### src/rtl/rfm_pkg.sv
package rfm_pkg;

  typedef enum logic [2:0] {
    ST_IDLE  = 3'd0,
    ST_ARMED = 3'd1,
    ST_COUNT = 3'd2,
    ST_DRAIN = 3'd3,
    ST_DONE  = 3'd4
  } rfm_state_e;

  // A measurement is armed or in progress.
  function automatic logic state_active(input rfm_state_e s);
    return (s == ST_ARMED) || (s == ST_COUNT) || (s == ST_DRAIN);
  endfunction

  // The window is open and the counters run.
  function automatic logic state_in_window(input rfm_state_e s);
    return (s == ST_COUNT) || (s == ST_DRAIN);
  endfunction

endpackage

### src/rtl/rfm_edge_sync.sv
module rfm_edge_sync #(
  parameter int STAGES = 2
) (
  input  logic clk,
  input  logic rst_n,
  input  logic sig_async,
  output logic rise
);
  // sync_q[0..STAGES-1]: metastability chain, sync_q[STAGES]: previous value
  logic [STAGES:0] sync_q;

  always_ff @(posedge clk) begin
    if (!rst_n) sync_q <= '0;
    else        sync_q <= {sync_q[STAGES-1:0], sig_async};
  end

  assign rise = sync_q[STAGES-1] & ~sync_q[STAGES];

  a_r2_rise_single: assert property (@(posedge clk) disable iff (!rst_n)
    rise |=> !rise);

endmodule

### src/rtl/rfm_gate_timer.sv
module rfm_gate_timer #(
  parameter int GATE_W = 20
) (
  input  logic              clk,
  input  logic              rst_n,
  input  logic              load,
  input  logic [GATE_W-1:0] len,
  output logic              done
);
  logic [GATE_W-1:0] remain_q;

  always_ff @(posedge clk) begin
    if (!rst_n)                remain_q <= '0;
    else if (load)             remain_q <= len;
    else if (remain_q != '0)   remain_q <= remain_q - GATE_W'(1);
  end

  assign done = (remain_q == '0);

  // once expired, the gate stays expired until reloaded
  a_r3_gate_stays_done: assert property (@(posedge clk) disable iff (!rst_n)
    done && !load |=> done);

endmodule

### src/rtl/rfm_window_ctrl.sv
module rfm_window_ctrl
  import rfm_pkg::*;
#(
  parameter int REF_W = 24
) (
  input  logic             clk,
  input  logic             rst_n,
  input  logic             start,
  input  logic             auto_restart,
  input  logic             rise,
  input  logic             gate_done,
  input  logic [REF_W-1:0] timeout_len,
  output logic             gate_load,
  output logic             win_open,
  output logic             win_stop,
  output logic             timeout_hit,
  output logic             in_window,
  output logic             busy
);
  rfm_state_e       state_q, state_d;
  logic [REF_W-1:0] quiet_q;
  logic             tmo_due;
  logic             win_start;

  assign busy      = state_active(state_q);
  assign in_window = state_in_window(state_q);
  assign tmo_due   = busy && !rise && (quiet_q == timeout_len - REF_W'(1));
  assign win_open  = win_start || (win_stop && auto_restart);

  always_comb begin
    state_d     = state_q;
    gate_load   = 1'b0;
    win_start   = 1'b0;
    win_stop    = 1'b0;
    timeout_hit = 1'b0;
    unique case (state_q)
      ST_IDLE, ST_DONE: begin
        if (start) begin
          state_d   = ST_ARMED;
          gate_load = 1'b1;
        end
      end
      ST_ARMED: begin
        if (tmo_due) begin
          timeout_hit = 1'b1;
          gate_load   = auto_restart;
          state_d     = auto_restart ? ST_ARMED : ST_DONE;
        end else if (rise) begin
          win_start = 1'b1;
          state_d   = gate_done ? ST_DRAIN : ST_COUNT;
        end
      end
      ST_COUNT, ST_DRAIN: begin
        if (tmo_due) begin
          timeout_hit = 1'b1;
          gate_load   = auto_restart;
          state_d     = auto_restart ? ST_ARMED : ST_DONE;
        end else if (rise && gate_done) begin
          win_stop  = 1'b1;
          gate_load = auto_restart;
          state_d   = auto_restart ? ST_COUNT : ST_DONE;
        end else if (gate_done) begin
          state_d = ST_DRAIN;
        end
      end
      default: state_d = ST_IDLE;
    endcase
  end

  always_ff @(posedge clk) begin
    if (!rst_n) begin
      state_q <= ST_IDLE;
      quiet_q <= '0;
    end else begin
      state_q <= state_d;
      if (rise || gate_load) quiet_q <= '0;
      else if (busy)         quiet_q <= quiet_q + REF_W'(1);
    end
  end

  // the draining state is only reachable with the gate expired
  a_r3_drain_gate_closed: assert property (@(posedge clk) disable iff (!rst_n)
    (state_q == ST_DRAIN) |-> gate_done);

  // start while idle arms the block
  a_r11_busy_after_start: assert property (@(posedge clk) disable iff (!rst_n)
    !busy && start |=> busy);

endmodule

### src/rtl/recip_freq_meter.sv
module recip_freq_meter
  import rfm_pkg::*;
#(
  parameter int EVT_W       = 16,
  parameter int REF_W       = 24,
  parameter int GATE_W      = 20,
  parameter int SYNC_STAGES = 2
) (
  input  logic              clk,
  input  logic              rst_n,
  input  logic              sig_in,
  input  logic              start,
  input  logic              auto_restart,
  input  logic [GATE_W-1:0] gate_len,
  input  logic [REF_W-1:0]  timeout_len,
  output logic [EVT_W-1:0]  evt_count,
  output logic [REF_W-1:0]  ref_count,
  output logic              result_valid,
  output logic              no_signal,
  output logic              busy
);
  logic             sig_rise;
  logic             gate_load, gate_done;
  logic             win_open, win_stop, timeout_hit, in_window;
  logic [EVT_W-1:0] evt_run_q;
  logic [REF_W-1:0] ref_run_q;

  rfm_edge_sync #(.STAGES(SYNC_STAGES)) u_sync (
    .clk       (clk),
    .rst_n     (rst_n),
    .sig_async (sig_in),
    .rise      (sig_rise)
  );

  rfm_gate_timer #(.GATE_W(GATE_W)) u_gate (
    .clk   (clk),
    .rst_n (rst_n),
    .load  (gate_load),
    .len   (gate_len),
    .done  (gate_done)
  );

  rfm_window_ctrl #(.REF_W(REF_W)) u_ctrl (
    .clk          (clk),
    .rst_n        (rst_n),
    .start        (start),
    .auto_restart (auto_restart),
    .rise         (sig_rise),
    .gate_done    (gate_done),
    .timeout_len  (timeout_len),
    .gate_load    (gate_load),
    .win_open     (win_open),
    .win_stop     (win_stop),
    .timeout_hit  (timeout_hit),
    .in_window    (in_window),
    .busy         (busy)
  );

  // Running counters: cleared on the opening edge, advanced inside the window
  always_ff @(posedge clk) begin
    if (!rst_n) begin
      evt_run_q <= '0;
      ref_run_q <= '0;
    end else if (win_open) begin
      evt_run_q <= '0;
      ref_run_q <= '0;
    end else if (in_window) begin
      evt_run_q <= evt_run_q + {{(EVT_W-1){1'b0}}, sig_rise};
      ref_run_q <= ref_run_q + REF_W'(1);
    end
  end

  // Result registers: the closing edge and its cycle are included
  always_ff @(posedge clk) begin
    if (!rst_n) begin
      evt_count    <= '0;
      ref_count    <= '0;
      result_valid <= 1'b0;
      no_signal    <= 1'b0;
    end else begin
      result_valid <= win_stop;
      no_signal    <= timeout_hit;
      if (win_stop) begin
        evt_count <= evt_run_q + EVT_W'(1);
        ref_count <= ref_run_q + REF_W'(1);
      end
    end
  end

  // result strobe lasts one cycle
  a_r5_valid_pulse: assert property (@(posedge clk) disable iff (!rst_n)
    result_valid |=> !result_valid);

  // a timeout leaves the published counts untouched
  a_r9_counts_hold: assert property (@(posedge clk) disable iff (!rst_n)
    no_signal |-> ($stable(evt_count) && $stable(ref_count)));

  // every input period spans at least two reference cycles
  a_r2_ref_covers_evt: assert property (@(posedge clk) disable iff (!rst_n)
    result_valid |-> (evt_count != '0) && (32'(ref_count) >= 2 * 32'(evt_count)));

endmodule

### config.mk
export PLATFORM = sky130hd
export DESIGN_NAME = recip_freq_meter
export DESIGN_NICKNAME = d
export VERILOG_FILES = /design/src/rtl/rfm_pkg.sv /design/src/rtl/rfm_edge_sync.sv /design/src/rtl/rfm_gate_timer.sv /design/src/rtl/rfm_window_ctrl.sv /design/src/rtl/recip_freq_meter.sv
export SDC_FILE = /design/constraint.sdc
export NUM_CORES = 1
export LEC_CHECK = 0
export CELL_PAD_IN_SITES_DETAIL_PLACEMENT = 1
export CELL_PAD_IN_SITES_GLOBAL_PLACEMENT = 2
export CORE_MARGIN = 3
export CORE_UTILIZATION = 34
export CTS_CLUSTER_DIAMETER = 150
export DETAILED_ROUTE_END_ITERATION = 10
export PLACE_DENSITY = 0.81
export SLEW_MARGIN = 20
export SYNTH_ARGS = -nofsm -noshare
export SYNTH_HDL_FRONTEND = slang
export SYNTH_SLANG_ARGS = --single-unit
### constraint.sdc
create_clock -name clk -period 4.6 [get_ports clk]
set_input_delay 0.92 -clock clk [delete_from_list [all_inputs] [get_ports clk]]
set_output_delay 0.92 -clock clk [all_outputs]
set_load 0.005 [all_outputs]
==> metrics.csv, run 1 <==
stage,metric,value,unit
run_status,status,"finished, final reports clean",
power,Sw Share,26.4,%
timing,clock skew,16.5,ps
global_route,pin count of the biggest net entering global routing,77,
synth,Post-Synth XOR/XNOR Area,16.1,%
placement,IO buf count,91,
clocking,CTS tree,yes,
synth,Netlist cell types,65,
drt,detailed-route wire length per cell,15.4,um
synth,register area share after synthesis,36.7,%
synth,number of flops mapped to enable cells by yosys,0,
setup_path,Setup CP Type,input port to flop,
clocking,root buffer cell,clkbuf_16,
drt,total routed wirelength,18700,um
drt,DRT Pass-1 Iters,4,
synth,Post-Synth Simple-Gate Area,27.4,%
final_layout,post-layout util,44.0,%
synth,Yosys top cell by area,dfxtp_1,
hold_path,Hold Crit Class,flop to flop,
setup_path,crit-path max FO,30,
global_route,vias in the first global route,6492,
clocking,clock-pin slew on the worst setup and hold paths,60,ps
power,Internal,2.58,mW
timing,final period utilization,93.2,%
synth,compound-gate portion of the synthesized area,11.0,%
power,leakage power,3.44,nW
timing,worst rel slew slack,31.1,%
clocking,H-tree depth,4,
final_layout,fraction of layout cells with a size suffix above 1,6.03,%
floorplanning,Die H,152,um
placement,placed cells,1184,
setup_path,CP Launch Type,input port,
drt,ANT nets after route,0,
final_layout,fin cells,1216,
power,Comb pwr share,16.6,%
synth,Avg Inst Size Synth,8.40,sq um
run,maxcap violations,0,
timing,unrepaired setup endpoints after global routing,false,
global_route,initial antenna violation count,0,
drt,DRT iter0 DRCs,252,
final_layout,Area Overhead vs Synth,25.6,%
clocking,postcts setup bufs,0,
setup_path,CP endpoint kind,flop,
global_route,first-pass GRT wire length,31700,um
final_layout,Ant. Diodes,0,
setup_path,CP top delay family,simple AND/OR/NAND/NOR gates,
clocking,CTS Buf Count,17,
setup_path,Critical Path RT,4950,ps
timing,minimum clock period,4290,ps
drt,via count,6244,
timing,worst hold margin,436,ps
power,Clk pwr share,46.6,%
global_route,total grt overflow,0,
setup_path,CP max stage cell,clkdlybuf4s50_1,
clocking,clock sinks,132,
placement,post-detail-place hpwl,12900,um
setup_path,CP cell instances,"clkdlybuf4s50_1, inv_1, ha_1, nor3b_2, nand4b_1, or4_1, a22oi_1, nor2b_1, nor4bb_1, buf_4, a2bb2oi_4, buf_12, mux2i_1",
power,Worst VDD drop,0.247,mV
clocking,PostCTS Resize Cnt,0,
synth,mux share of post-synthesis cell area,3.49,%
timing,Max Clk Rate,233,MHz
floorplanning,die area,23000,sq um
timing,Final Max Tran Viols,0,
placement,area post-placement,8340,sq um
floorplanning,Horiz. Die Dim,152,um
synth,#FFs+latches synth,132,
synth,top_reg_cell synth,dfxtp_1,
final_layout,cell area after layout,9050,sq um
power,sw power,927,uW
timing,worst-margin pin slew,1020,ps
drt,Post-route DRC,0,
synth,top cell type's share of synthesized area,36.7,%
synth,main combinational cell family by area after synthesis,simple AND/OR/NAND/NOR gates,
placement,Final Wtd Congestion,0.835,
clocking,clk_lat worst skew,430,ps
floorplanning,CORE AREA,20600,sq um
floorplanning,Initial Utilization,35.1,%
synth,Syn Inst Count,858,
clocking,# hold bufs at CTS,0,
final_layout,Nets,989,
power,Seq pwr share,36.8,%
setup_path,critical path arrival,4640,ps
timing,Fin. Hold Viols,0,
floorplanning,FP Rows,52,
drt,Vias/cell,5.13,
synth,synthesized area,7210,sq um
setup_path,worst path buffer plus inverter count,4,
synth,Synth Warn #,0,
setup_path,"slowest stage delay, CP",510,ps
synth,"Async S/R FF share, synth",0,%
clocking,Clock Tree Buf Depth,2,
global_route,GRT Total Usage,17.0,%
timing,setup TNS,0,ps
power,Power Density,388,nW/um^2
synth,adder-cell share of the synthesized area,1.22,%
floorplanning,# IOs,92,
synth,synth top area cells,"dfxtp_1, xnor2_1, xor2_1",
synth,syn nets,914,
timing,Final setup viols,0,
[through the flow]
step	power [mW]	setup slack (ps)
3_5_place_dp	1.90	-49.1
3_3_place_gp	1.89	83.4
5_1_grt	3.68	45.8
2_1_floorplan	1.74	993
4_1_cts	3.56	362
6_report	3.51	314
[path summary, 6_finish.rpt]
kind	cells past startpoint	to	from	slack, ps
max	13	u_gate.remain_q[8]	timeout_len[0]	310
min reg2reg	1	u_sync.sync_q[1]	u_sync.sync_q[0]	440
max reg2reg	9	ref_run_q[15]	u_gate.remain_q[5]	1140
min	1	u_sync.sync_q[1]	u_sync.sync_q[0]	440
[sequential cells by signal (all words and copies together), names as in the netlist]
signal	cells
u_ctrl.quiet_q	24
u_gate.remain_q	20
ref_run_q	24
u_sync.sync_q	3
result_valid	1
ref_count	24
evt_count	16
u_ctrl.state_q	3
no_signal	1
evt_run_q	16
[power groups by stage]
| stage | Sequential (mW) | Combinational [mW] | Clock (mW) |
|---|---|---|---|
| 2_1_floorplan | 1.30 | 0.439 | 0 |
| 3_3_place_gp | 1.31 | 0.581 | 0 |
| 5_1_grt | 1.30 | 0.658 | 1.73 |
| 4_1_cts | 1.29 | 0.593 | 1.68 |
| 6_report | 1.29 | 0.583 | 1.64 |
| 3_5_place_dp | 1.31 | 0.586 | 0 |
[area by class of cell]
cell class / count / area, sq um
clock buffer: 21 / 460
clock inverter: 11 / 245
fill: 2428 / 11500
inverter: 19 / 71.3
multi-input combinational: 662 / 4290
sequential: 132 / 2640
tap: 270 / 338
timing repair buffer: 101 / 1010
[routing by layer]
layer | vias to the layer above | GRT usage [%] | part of all wire (%)
met5 | - | 0 | 0
met4 | 0 | 5.03 | 1.3
met3 | 19 | 3.42 | 3.8
met2 | 101 | 26.8 | 45
met1 | 2990 | 23.5 | 50
li1 | 3134 | - | -
[cell usage in the layout (no fill, tap or decap), types with 3 or more instances in the layout]
cell             synthesis  layout
a31oi_1                  5       5
nor2b_1                  6       6
and2_1                   9       9
or4_1                    4       4
o21ai_0                 10      10
or3_1                   13      13
nor3_1                  45      45
o211ai_1                 4       4
dfxtp_1                132     132
o21bai_1                 3       3
xor2_1                  63      63
mux2i_1                 24      24
ha_1                     7       7
nand2b_1                 7       7
buf_4                    7       8
nor4_1                  17      17
a211oi_1                12      12
clkbuf_16                0      17
o211a_1                 28      28
nand2_1                117     117
inv_1                   19      19
nand3_1                 42      42
and3_1                   8       8
a2111oi_0                3       3
a22oi_1                  3       3
bufinv_16                0       7
a21oi_1                 11      11
xnor2_1                 67      67
and4_1                   6       6
nand4_1                 14      14
nor2_1                  93      93
clkdlybuf4s50_1          0      90
[synth_stat cells (10+ instances only)]
master    number
nand2_1      117
mux2i_1       24
nand3_1       42
o211a_1       28
a211oi_1      12
inv_1         19
a21oi_1       11
or3_1         13
dfxtp_1      132
nor4_1        17
buf_2         10
o21ai_0       10
xnor2_1       67
clkbuf_1      24
xor2_1        63
nor3_1        45
nor2_1        93
nand4_1       14
[cells by family after synthesis]
kind of cell,after synthesis
and+or+nand+nor,401
DFF,132
xor gates and xnor gates,131
AOI/OAI and AO/OA,98
buffers and inverters,64
muxes,25
adders and majority gates,7
[worst reg2reg max path, cell delays in order (launching register included)]
cell and delay [ps]:
dfxtp_1 350, or4_4 570, or4_4 470, nor4_4 510, nand3_2 370, nor2_1 200
a21oi_1 120, o31ai_4 170, buf_4 440, nor2_1 120
(Power assumes the default switching activity.)
==> run 2, diff against run 1 <==
CORE_ASPECT_RATIO = 1.75   (was unset)
==> run 2 against run 1 <==
Non-clock buffer count is 7 higher. Final cell count shrank 1.2%. Setup slack gained 110 ps. Die area rose by 0.30%. Fmax increased by 2.6%. Global-route usage is 0.62 points higher. Total power fell by 6.1%. Via count grew 0.69%. Count of clock-buffer cells in the layout shrank 1. Register-to-register slack lost 50 ps. Critical path type unchanged. Critical endpoint unchanged. Largest cell class unchanged. Highest routed layer unchanged.
==> metrics.csv, run 2 (same netlist as run 1, synthesis figures left out) <==
stage,metric,value,unit,change
timing,Fin. Hold Viols,0,,unchanged
setup_path,reg-to-reg endpoint,ref_count[4],,
floorplanning,Die H,199,um,+31%
power,Worst VDD drop,0.224,mV,-9.1%
final_layout,Nets,996,,+0.71%
setup_path,Register-to-Register Path Depth,8,,-1
setup_path,Reg-to-Reg Start,u_gate.remain_q[5],,
floorplanning,# IOs,92,,unchanged
timing,clock skew,8.01,ps,-8.45 ps
global_route,total grt overflow,0,,unchanged
hold_path,Hold Path Origin,u_sync.sync_q[1],,
global_route,first-pass GRT wire length,32500,um,+2.5%
timing,unrepaired setup endpoints after global routing,false,,
timing,minimum clock period,4180,ps,-108 ps
floorplanning,FP Rows,69,,+33%
clocking,H-tree depth,4,,unchanged
hold_path,hold path depth,1,,unchanged
power,leakage power,3.43,nW,-0.35%
placement,placed cells,1169,,-1.3%
setup_path,CP endpoint kind,flop,,
drt,total routed wirelength,19600,um,+4.8%
drt,DRT Pass-1 Iters,5,,+1
final_layout,Multi-input gate area,4290,sq um,unchanged
hold_path,Hold Crit Class,flop to flop,,
clocking,PostCTS Resize Cnt,0,,unchanged
placement,pre-CTS WS,99.4,ps,+148 ps
timing,final period utilization,90.8,%,-2.4 points
final_layout,Reg area,2640,sq um,unchanged
drt,DRT iter0 DRCs,184,,-27%
final_layout,fill count,2442,,+0.58%
timing,Final setup viols,0,,unchanged
final_layout,most frequent cells in the layout,"dfxtp_1, nand2_1, nor2_1",,
floorplanning,Initial Utilization,35.1,%,about the same
final_layout,fraction of layout cells with a size suffix above 1,6.93,%,+0.90 points
power,Power Density,367,nW/um^2,-5.4%
setup_path,critical path arrival,4520,ps,-120 ps
drt,detailed-route wire length per cell,16.3,um,+6.1%
placement,post-detail-place hpwl,14500,um,+13%
clocking,# hold bufs at CTS,0,,unchanged
timing,worst rel slew slack,31.4,%,+0.30 points
setup_path,Critical Path RT,4940,ps,about the same
placement,IO buf count,91,,unchanged
global_route,pin count of the biggest net entering global routing,58,,-25%
drt,Post-route DRC,0,,unchanged
setup_path,CP Launch Type,input port,,
run,maxcap violations,0,,unchanged
setup_path,R2R setup slack,1090,ps,-50 ps
global_route,GRT Total Usage,17.6,%,+0.62 points
clocking,CTS Buf Count,17,,unchanged
timing,setup TNS,0,ps,unchanged
setup_path,crit-path max FO,35,,+17%
power,Power Total,3.29,mW,-6.1%
floorplanning,die area,23100,sq um,+0.30%
final_layout,"most common cell after layout, fill and taps aside",dfxtp_1,,
timing,worst-margin pin slew,1020,ps,-4.46 ps
run_status,status,"finished, final reports clean",,
floorplanning,Horiz. Die Dim,116,um,-23%
timing,Max Clk Rate,239,MHz,+2.6%
final_layout,fin cells,1201,,-1.2%
clocking,postcts setup bufs,0,,unchanged
final_layout,Ant. Diodes,0,,unchanged
drt,ANT nets after route,0,,unchanged
placement,Final Wtd Congestion,0.906,,+8.4%
clocking,clk_lat worst skew,410,ps,-20 ps
floorplanning,CORE AREA,20500,sq um,about the same
clocking,clock sinks,132,,unchanged
timing,setup ws final,422,ps,+108 ps
hold_path,Hold Path Sink,u_sync.sync_q[2],,
clocking,root buffer cell,clkbuf_16,,
clocking,Clock Tree Buf Depth,2,,unchanged
global_route,vias in the first global route,6613,,+1.9%
clocking,clock-pin slew on the worst setup and hold paths,50,ps,about the same
global_route,initial antenna violation count,0,,unchanged
drt,via count,6287,,+0.69%
final_layout,Area Overhead vs Synth,24.5,%,
drt,Vias/cell,5.23,,+1.9%
final_layout,top flop regs,"ref_count x24, ref_run_q x24, u_ctrl.quiet_q x24",,
timing,Final Max Tran Viols,0,,unchanged
clocking,CTS tree,yes,,
setup_path,Setup CP Type,input port to flop,,
-- run 2: worst max path at each step --
stage,depth (start not counted),to,slack (ps),startpoint
3_5_place_dp,11,u_gate.remain_q[7],100,timeout_len[4]
5_1_grt,11,u_gate.remain_q[5],160,timeout_len[4]
6_report,11,u_gate.remain_q[8],420,timeout_len[4]
2_1_floorplan,11,u_gate.remain_q[10],990,timeout_len[7]
3_3_place_gp,11,u_gate.remain_q[7],130,timeout_len[4]
4_1_cts,11,u_gate.remain_q[8],520,timeout_len[4]
-- run 2: final cells by class --
type | instances | share of cell area, %
multi-input cells | 662 | 47.7
inverters | 19 | 0.794
repair buffers | 108 | 11.7
clock buffers | 20 | 5.20
well taps | 248 | 3.46
flip-flops and latches | 132 | 29.4
clock inverters | 12 | 1.71
-- run 2: critical path, cell delays in order --
cell and delay, ps:
clkdlybuf4s50_1 480, nor3_1 670, nand3_1 200, or3_1 410
xnor2_1 150, a2111oi_0 360, nor4bb_1 460, buf_4 230
a2bb2oi_4 180, buf_12 230, mux2i_1 200
-- run 2: power breakdown --
group | switching [mW] | internal (mW) | leakage, nW
Combinational | 0.330 | 0.263 | 2.07
Sequential | 0.0759 | 1.22 | 1.07
Clock | 0.513 | 0.895 | 0.298
Total | 0.919 | 2.37 | 3.43
-- run 2: metal layers --
metal	global-route usage (%)	share of wire [%]	vias to the layer above
met4	7.27	2.9	0
met5	0	0	-
met1	18.7	41	3014
met3	2.50	2.1	30
li1	-	-	3145
met2	33.7	54	98
-- run 2: stage by stage --
stage	area (sq um)	hold WS, ps	utilization (%)
3_5_place_dp	8360	446	40.7
4_1_cts	8980	464	43.7
5_1_grt	8980	486	43.7
3_3_place_gp	8360	444	40.7
2_1_floorplan	7210	412	-
6_report	8980	458	43.7
